`config.mk`:
```
export PLATFORM = sky130hd
export DESIGN_NAME = sect_xlate
export DESIGN_NICKNAME = d
export VERILOG_FILES = /design/src/rtl/xl_pkg.sv /design/src/rtl/xl_cfg_regs.sv /design/src/rtl/xl_perm_check.sv /design/src/rtl/xl_walk_fsm.sv /design/src/rtl/sect_xlate.sv
export SDC_FILE = /design/constraint.sdc
export NUM_CORES = 1
export LEC_CHECK = 0
export BUFFER_PORTS_ARGS = -buffer_cell sky130_fd_sc_hd__buf_2
export CAP_MARGIN = 40
export CORE_ASPECT_RATIO = 1.2
export CORE_MARGIN = 10
export CORE_UTILIZATION = 39
export DETAILED_ROUTE_END_ITERATION = 12
export GPL_TIMING_DRIVEN = 0
export PLACE_DENSITY = 0.65
export SLEW_MARGIN = 20
export SYNTH_ARGS = -nofsm -noshare
export SYNTH_HDL_FRONTEND = slang
export SYNTH_HIERARCHICAL = 1
export SYNTH_SLANG_ARGS = --single-unit
```
`constraint.sdc`:
```
create_clock -name clk -period 1.79 [get_ports clk]
set_input_delay 0.179 -clock clk [delete_from_list [all_inputs] [get_ports clk]]
set_output_delay 0.179 -clock clk [all_outputs]
set_load 0.02 [all_outputs]
```
`src/rtl/xl_pkg.sv`:
```
package xl_pkg;

    typedef enum logic [1:0] {
        K_READ  = 2'b00,
        K_WRITE = 2'b01,
        K_FETCH = 2'b10,
        K_RSVD  = 2'b11
    } xl_kind_e;

    typedef enum logic [1:0] {
        C_NONE  = 2'b00,
        C_XLATE = 2'b01,
        C_PERM  = 2'b10,
        C_EXEC  = 2'b11
    } xl_cause_e;

    typedef enum logic [1:0] {
        S_IDLE,
        S_ISSUE,
        S_WAIT,
        S_DONE
    } xl_state_e;

    localparam int unsigned F_VALID = 0;
    localparam int unsigned F_PRIV  = 1;
    localparam int unsigned F_XN    = 2;
    localparam int unsigned F_RO    = 3;

endpackage

```
`src/rtl/xl_cfg_regs.sv`:
```
module xl_cfg_regs #(
    parameter int unsigned ADDR_W  = 32,
    parameter int unsigned ALIGN_W = 14
) (
    input  logic                        clk,
    input  logic                        rst_n,
    input  logic                        cfg_we,
    input  logic                        cfg_sel,
    input  logic [ADDR_W-1:0]           cfg_wdata,
    output logic [ADDR_W-ALIGN_W-1:0]   base_hi,
    output logic                        xl_en
);
    logic unused_low;
    assign unused_low = ^{cfg_wdata[ALIGN_W-1:1]};

    always_ff @(posedge clk) begin
        if (!rst_n) begin
            base_hi <= '0;
            xl_en   <= 1'b0;
        end else if (cfg_we) begin
            if (cfg_sel) xl_en   <= cfg_wdata[0];
            else         base_hi <= cfg_wdata[ADDR_W-1:ALIGN_W];
        end
    end
endmodule

```
`src/rtl/xl_perm_check.sv`:
```
module xl_perm_check
    import xl_pkg::*;
#(
    parameter int unsigned ADDR_W = 32,
    parameter int unsigned OFFS_W = 20
) (
    input  logic [31:0]        entry,
    input  logic [1:0]         kind,
    input  logic               priv,
    input  logic [ADDR_W-1:0]  vaddr,
    output logic [ADDR_W-1:0]  paddr,
    output logic               fault,
    output logic [1:0]         cause
);
    logic unused_mid;
    assign unused_mid = ^{entry[OFFS_W-1:4], vaddr[ADDR_W-1:OFFS_W]};

    xl_cause_e c;

    always_comb begin
        if (!entry[F_VALID])                      c = C_XLATE;
        else if (entry[F_PRIV] && !priv)          c = C_PERM;
        else if (entry[F_XN] && kind == K_FETCH)  c = C_EXEC;
        else if (entry[F_RO] && kind == K_WRITE)  c = C_PERM;
        else                                      c = C_NONE;
    end

    assign fault = (c != C_NONE);
    assign cause = c;
    assign paddr = fault ? '0 : {entry[31:OFFS_W], vaddr[OFFS_W-1:0]};
endmodule

```
`src/rtl/xl_walk_fsm.sv`:
```
module xl_walk_fsm
    import xl_pkg::*;
#(
    parameter int unsigned ADDR_W  = 32,
    parameter int unsigned OFFS_W  = 20,
    parameter int unsigned ALIGN_W = 14
) (
    input  logic                       clk,
    input  logic                       rst_n,
    input  logic                       xl_en,
    input  logic [ADDR_W-ALIGN_W-1:0]  base_hi,
    input  logic                       req_valid,
    output logic                       req_ready,
    input  logic [ADDR_W-1:0]          req_vaddr,
    input  logic [1:0]                 req_kind,
    input  logic                       req_priv,
    output logic                       mem_rd_en,
    output logic [ADDR_W-1:0]          mem_rd_addr,
    input  logic                       mem_rsp_valid,
    input  logic [31:0]                mem_rsp_data,
    output logic                       done,
    output logic [ADDR_W-1:0]          res_paddr,
    output logic                       res_fault,
    output logic [1:0]                 res_cause
);
    localparam int unsigned IDX_W = ADDR_W - OFFS_W;

    xl_state_e state, state_nx;
    logic [ADDR_W-1:0] va_q;
    logic [1:0]        kind_q;
    logic              priv_q;
    logic [ADDR_W-1:0] ent_addr_q;

    logic [ADDR_W-1:0] chk_paddr;
    logic              chk_fault;
    logic [1:0]        chk_cause;

    logic accept;
    assign accept = (state == S_IDLE) && req_valid;

    xl_perm_check #(.ADDR_W(ADDR_W), .OFFS_W(OFFS_W)) u_perm (
        .entry (mem_rsp_data),
        .kind  (kind_q),
        .priv  (priv_q),
        .vaddr (va_q),
        .paddr (chk_paddr),
        .fault (chk_fault),
        .cause (chk_cause)
    );

    // state register
    always_ff @(posedge clk) begin
        if (!rst_n) state <= S_IDLE;
        else        state <= state_nx;
    end

    // transitions
    always_comb begin
        state_nx = state;
        unique case (state)
            S_IDLE:  if (req_valid) state_nx = xl_en ? S_ISSUE : S_DONE;
            S_ISSUE: state_nx = S_WAIT;
            S_WAIT:  if (mem_rsp_valid) state_nx = S_DONE;
            S_DONE:  state_nx = S_IDLE;
            default: state_nx = S_IDLE;
        endcase
    end

    // outputs
    always_comb begin
        req_ready = 1'b0;
        mem_rd_en = 1'b0;
        done      = 1'b0;
        unique case (state)
            S_IDLE:  req_ready = 1'b1;
            S_ISSUE: mem_rd_en = 1'b1;
            S_WAIT:  ;
            S_DONE:  done = 1'b1;
            default: ;
        endcase
    end
    assign mem_rd_addr = ent_addr_q;

    // request capture and result register
    always_ff @(posedge clk) begin
        if (!rst_n) begin
            va_q       <= '0;
            kind_q     <= K_READ;
            priv_q     <= 1'b0;
            ent_addr_q <= '0;
            res_paddr  <= '0;
            res_fault  <= 1'b0;
            res_cause  <= C_NONE;
        end else begin
            if (accept) begin
                va_q       <= req_vaddr;
                kind_q     <= req_kind;
                priv_q     <= req_priv;
                ent_addr_q <= {base_hi, req_vaddr[ADDR_W-1 -: IDX_W], 2'b00};
                if (!xl_en) begin
                    res_paddr <= req_vaddr;
                    res_fault <= 1'b0;
                    res_cause <= C_NONE;
                end
            end
            if (state == S_WAIT && mem_rsp_valid) begin
                res_paddr <= chk_paddr;
                res_fault <= chk_fault;
                res_cause <= chk_cause;
            end
        end
    end
endmodule

```
`src/rtl/sect_xlate.sv`:
```
module sect_xlate #(
    parameter int unsigned ADDR_W = 32,
    parameter int unsigned OFFS_W = 20
) (
    input  logic              clk,
    input  logic              rst_n,
    input  logic              cfg_we,
    input  logic              cfg_sel,
    input  logic [ADDR_W-1:0] cfg_wdata,
    input  logic              req_valid,
    output logic              req_ready,
    input  logic [ADDR_W-1:0] req_vaddr,
    input  logic [1:0]        req_kind,
    input  logic              req_priv,
    output logic              mem_rd_en,
    output logic [ADDR_W-1:0] mem_rd_addr,
    input  logic              mem_rsp_valid,
    input  logic [31:0]       mem_rsp_data,
    output logic              done,
    output logic [ADDR_W-1:0] res_paddr,
    output logic              res_fault,
    output logic [1:0]        res_cause
);
    localparam int unsigned ALIGN_W = ADDR_W - OFFS_W + 2;

    logic [ADDR_W-ALIGN_W-1:0] base_hi;
    logic                      xl_en;

    xl_cfg_regs #(.ADDR_W(ADDR_W), .ALIGN_W(ALIGN_W)) u_cfg (
        .clk       (clk),
        .rst_n     (rst_n),
        .cfg_we    (cfg_we),
        .cfg_sel   (cfg_sel),
        .cfg_wdata (cfg_wdata),
        .base_hi   (base_hi),
        .xl_en     (xl_en)
    );

    xl_walk_fsm #(.ADDR_W(ADDR_W), .OFFS_W(OFFS_W), .ALIGN_W(ALIGN_W)) u_walk (
        .clk           (clk),
        .rst_n         (rst_n),
        .xl_en         (xl_en),
        .base_hi       (base_hi),
        .req_valid     (req_valid),
        .req_ready     (req_ready),
        .req_vaddr     (req_vaddr),
        .req_kind      (req_kind),
        .req_priv      (req_priv),
        .mem_rd_en     (mem_rd_en),
        .mem_rd_addr   (mem_rd_addr),
        .mem_rsp_valid (mem_rsp_valid),
        .mem_rsp_data  (mem_rsp_data),
        .done          (done),
        .res_paddr     (res_paddr),
        .res_fault     (res_fault),
        .res_cause     (res_cause)
    );
endmodule

```
==> key figures <==
STA
  • Period minus WS final: 1.678 ns
  • Clock skew: 0.008129 ns
  • Slew Viols, Final: 0
  • Worst-margin pin slew: 0.5328 ns
  • Fmax: 0.5961 GHz
  • RSZ-0062 raised after global routing: no
  • Final Setup Violations: 0
  • Post-Route Setup TNS: 0 ns
  • Tcrit/Tclk final: 93.72%
  • Worst slew margin: 64.48%
  • Worst Hold Slack: 0.07676 ns
  • Fin. Hold Viols: 0

Die
  • Die extent in y: 142.1 um
  • IO Count: 175
  • Chip width: 121.8 um
  • Row count: 44
  • Starting Density: 39.85%
  • Total die area: 0.01731 mm2
  • Core Area: 0.01217 mm2

Worst setup path
  • CP required: 2.01 ns
  • Critical path type: flip-flop to flip-flop
  • Type of origin of the critical path: flip-flop
  • CP arrival: 1.90 ns
  • CP Capture Type: flip-flop
  • Peak fanout along the critical path: 10

Clock tree
  • Cts hold-fix bufs: 0
  • Skew-Pair Late Insertion Delay: 0.34 ns
  • Post-CTS setup repair buffer count: 0
  • CTS Sinks: 109
  • # H-tree levels: 3
  • CTS Buf Count: 9
  • CTS tree: yes
  • Clk pin slew, worst setup/hold paths: 0.07 ns
  • Clock Root Buffer: clkbuf_16
  • CTS resizes: 0
  • CTS Buffer Depth: 2

Global route
  • Initial antenna violation count: 0
  • Total gr overflow: 0
  • GRT met3 Usage: 5.161%
  • Grt met1 use: 19.03%
  • Total GRT Usage: 16.27%
  • Vias in the first global route: 4608
  • Grt peak-use layer: met2
  • M2 GR Usage: 26.70%
  • Largest net degree at the start of global routing: 17
  • First-pass GRT wire length: 22.87 mm

Route
  • Post-DR wirelength/cell: 15.45 um
  • DR pass1 iterations: 5
  • Via count: 4805
  • DRT Wirelength: 14.65 mm
  • Antenna viol nets, final: 0
  • Drt drc: 0
  • Routed vias/inst: 5.069
  • First DRT Iteration DRCs: 258

Yosys
  • Synth warnings: 6
  • Synth Cell Area: 0.004848 mm2
  • Syn avg cell area: 7.733 um2
  • Register area share after synthesis: 45.01%
  • Post-synthesis cell count: 627
  • Cell variety after synth: 30
  • #FFs+latches synth: 109

Layout
  • Fin cells: 948
  • Register area: 0.002182 mm2
  • Most common cell after layout, fill and taps aside: nand2_1
  • Final nets: 890
  • Layout area overhead: 25.42%
  • Multi-input logic area: 0.002195 mm2
  • Share of layout cells above drive strength 1: 27.74%
  • Finished Cell Area: 0.006081 mm2
  • Fill count: 1223
  • Most frequent cells in the layout: nand2_1, buf_2, dfxtp_1, a21oi_1

Pwr
  • Int Pwr: 5.040 mW
  • Peak supply drop: 0.0004823 V
  • Sequential power share: 38.8%
  • Power per cell area: 1318 mW/mm2
  • Part of the power in the clock network: 24.1%
  • Total Power: 8.016 mW
  • Switch share: 37.12%
  • Combinational power share: 37.1%
  • Pleak: 2.643 nW
  • P_sw: 2.976 mW

Status
  • Outcome: finished, final reports clean

Place
  • Placed cell areas: 0.005764 mm2
  • Dpl hpwl: 11.23 mm
  • # port buffers: 142
  • Number of cells after detailed placement: 931
  • Gpl congestion: 0.8073

Job
  • Max Cap Violations: 0

Min path
  • Worst Hold Class: primary input to flip-flop
Yosys cell counts:
| library cell | number | share of area [%] |
|---|---|---|
| buf_6 | 11 | 2.6 |
| buf_2 | 23 | 2.4 |
| nand2b_1 | 3 | 0.39 |
| nand2_1 | 243 | 19 |
| or2b_1 | 1 | 0.15 |
| dfxtp_1 | 109 | 45 |
| conb_1 | 1 | 0.077 |
| nand3_1 | 6 | 0.62 |
| clkbuf_1 | 16 | 1.2 |
| and2_1 | 2 | 0.26 |
| inv_1 | 3 | 0.23 |
| o221a_2 | 1 | 0.23 |
| nor2b_4 | 1 | 0.28 |
| buf_4 | 16 | 2.5 |
| o31ai_1 | 1 | 0.15 |
| and3b_1 | 3 | 0.54 |
| buf_1 | 3 | 0.23 |
| buf_12 | 2 | 0.83 |
| a31oi_1 | 32 | 4.1 |
| or4b_4 | 1 | 0.28 |
| mux2i_1 | 19 | 3.9 |
| o21ai_0 | 32 | 3.3 |
| a311oi_1 | 1 | 0.18 |
| o31a_1 | 1 | 0.18 |
| nor4_1 | 32 | 4.1 |
| nand3b_2 | 1 | 0.23 |
| nor2b_1 | 1 | 0.13 |
| a21oi_1 | 57 | 5.9 |
| ha_1 | 4 | 1.0 |
| nand2_2 | 1 | 0.13 |
sequential cells by signal (all words and copies together) (netlist names):
signal,flops
u_walk/res_paddr,32
u_walk/mem_rd_addr,19
u_cfg/base_hi,18
u_walk/res_cause,2
u_cfg/xl_en,1
u_walk/state,2
u_walk/va_q,31
u_walk/kind_q,2
u_walk/res_fault,1
u_walk/priv_q,1
per-stage QoR:
| step | setup WS [ns] | utilization [%] |
|---|---|---|
| 4_1_cts | 0.03608 | 49.76 |
| 3_3_place_gp | 0.1149 | 47.38 |
| 2_1_floorplan | 0.2712 | - |
| 6_report | 0.1124 | 49.98 |
| 5_1_grt | 0.002882 | 49.96 |
| 3_5_place_dp | 0.06098 | 47.38 |
area by class of cell:
cell class / count / area share [%]
repair buffers: 142 / 11.69
flip-flops and latches: 109 / 35.88
clock inverters: 2 / 0.2675
plain buffers: 71 / 8.025
inverters: 3 / 0.1852
clock buffers: 14 / 4.506
well taps: 161 / 3.313
multi-input cells: 445 / 36.09
diodes: 1 / 0.04115
worst paths after layout:
path	slack [ns]	cells after the start	startpoint	to
min	0.08	3	cfg_wdata[29]	u_cfg/base_hi[15]$_SDFFE_PN0P_
max reg2reg	0.11	6	u_walk/kind_q[0]$_SDFFE_PN0P_	u_walk/res_paddr[7]$_SDFFE_PN0P_
max	0.11	6	u_walk/kind_q[0]$_SDFFE_PN0P_	u_walk/res_paddr[7]$_SDFFE_PN0P_
min reg2reg	0.45	2	u_walk/mem_rd_addr[30]$_SDFFE_PN0P_	u_walk/mem_rd_addr[30]$_SDFFE_PN0P_
layer usage:
metal,vias up,part of all wire (%)
li1,2392,-
met1,2220,41
met2,179,48
met3,14,9.0
met4,0,1.7
met5,-,0
kinds of logic (layout without fill, tap and decap cells):
group / count (synthesis) / after routing / share of synthesized area (%)
AO/OA/AOI/OAI: 125 / 125 / 14.06
adder cells (fa/ha/maj): 4 / 4 / 1.032
buffers and inverters: 74 / 232 / 9.936
flip-flops: 109 / 109 / 45.01
multiplexers: 19 / 19 / 3.923
other: 1 / 3 / 0.07735
AND/OR/NAND/NOR: 295 / 295 / 25.96
power by group through the flow:
stage	Clock, mW	Combinational [mW]	Sequential (mW)
2_1_floorplan	0	1.76	3.43
3_3_place_gp	0	2.92	3.14
3_5_place_dp	0	2.98	3.17
4_1_cts	1.97	2.99	3.12
5_1_grt	2.07	3.27	3.16
6_report	1.93	2.97	3.11
critical path, stage by stage, from the launching register on:
cell and delay [ns]:
dfxtp_1 0.40, and3b_1 0.19, clkbuf_1 0.26, buf_2 0.29, nor4_2 0.07, o21ai_0 0.25
a31oi_1 0.08
(Power assumes the default switching activity.)
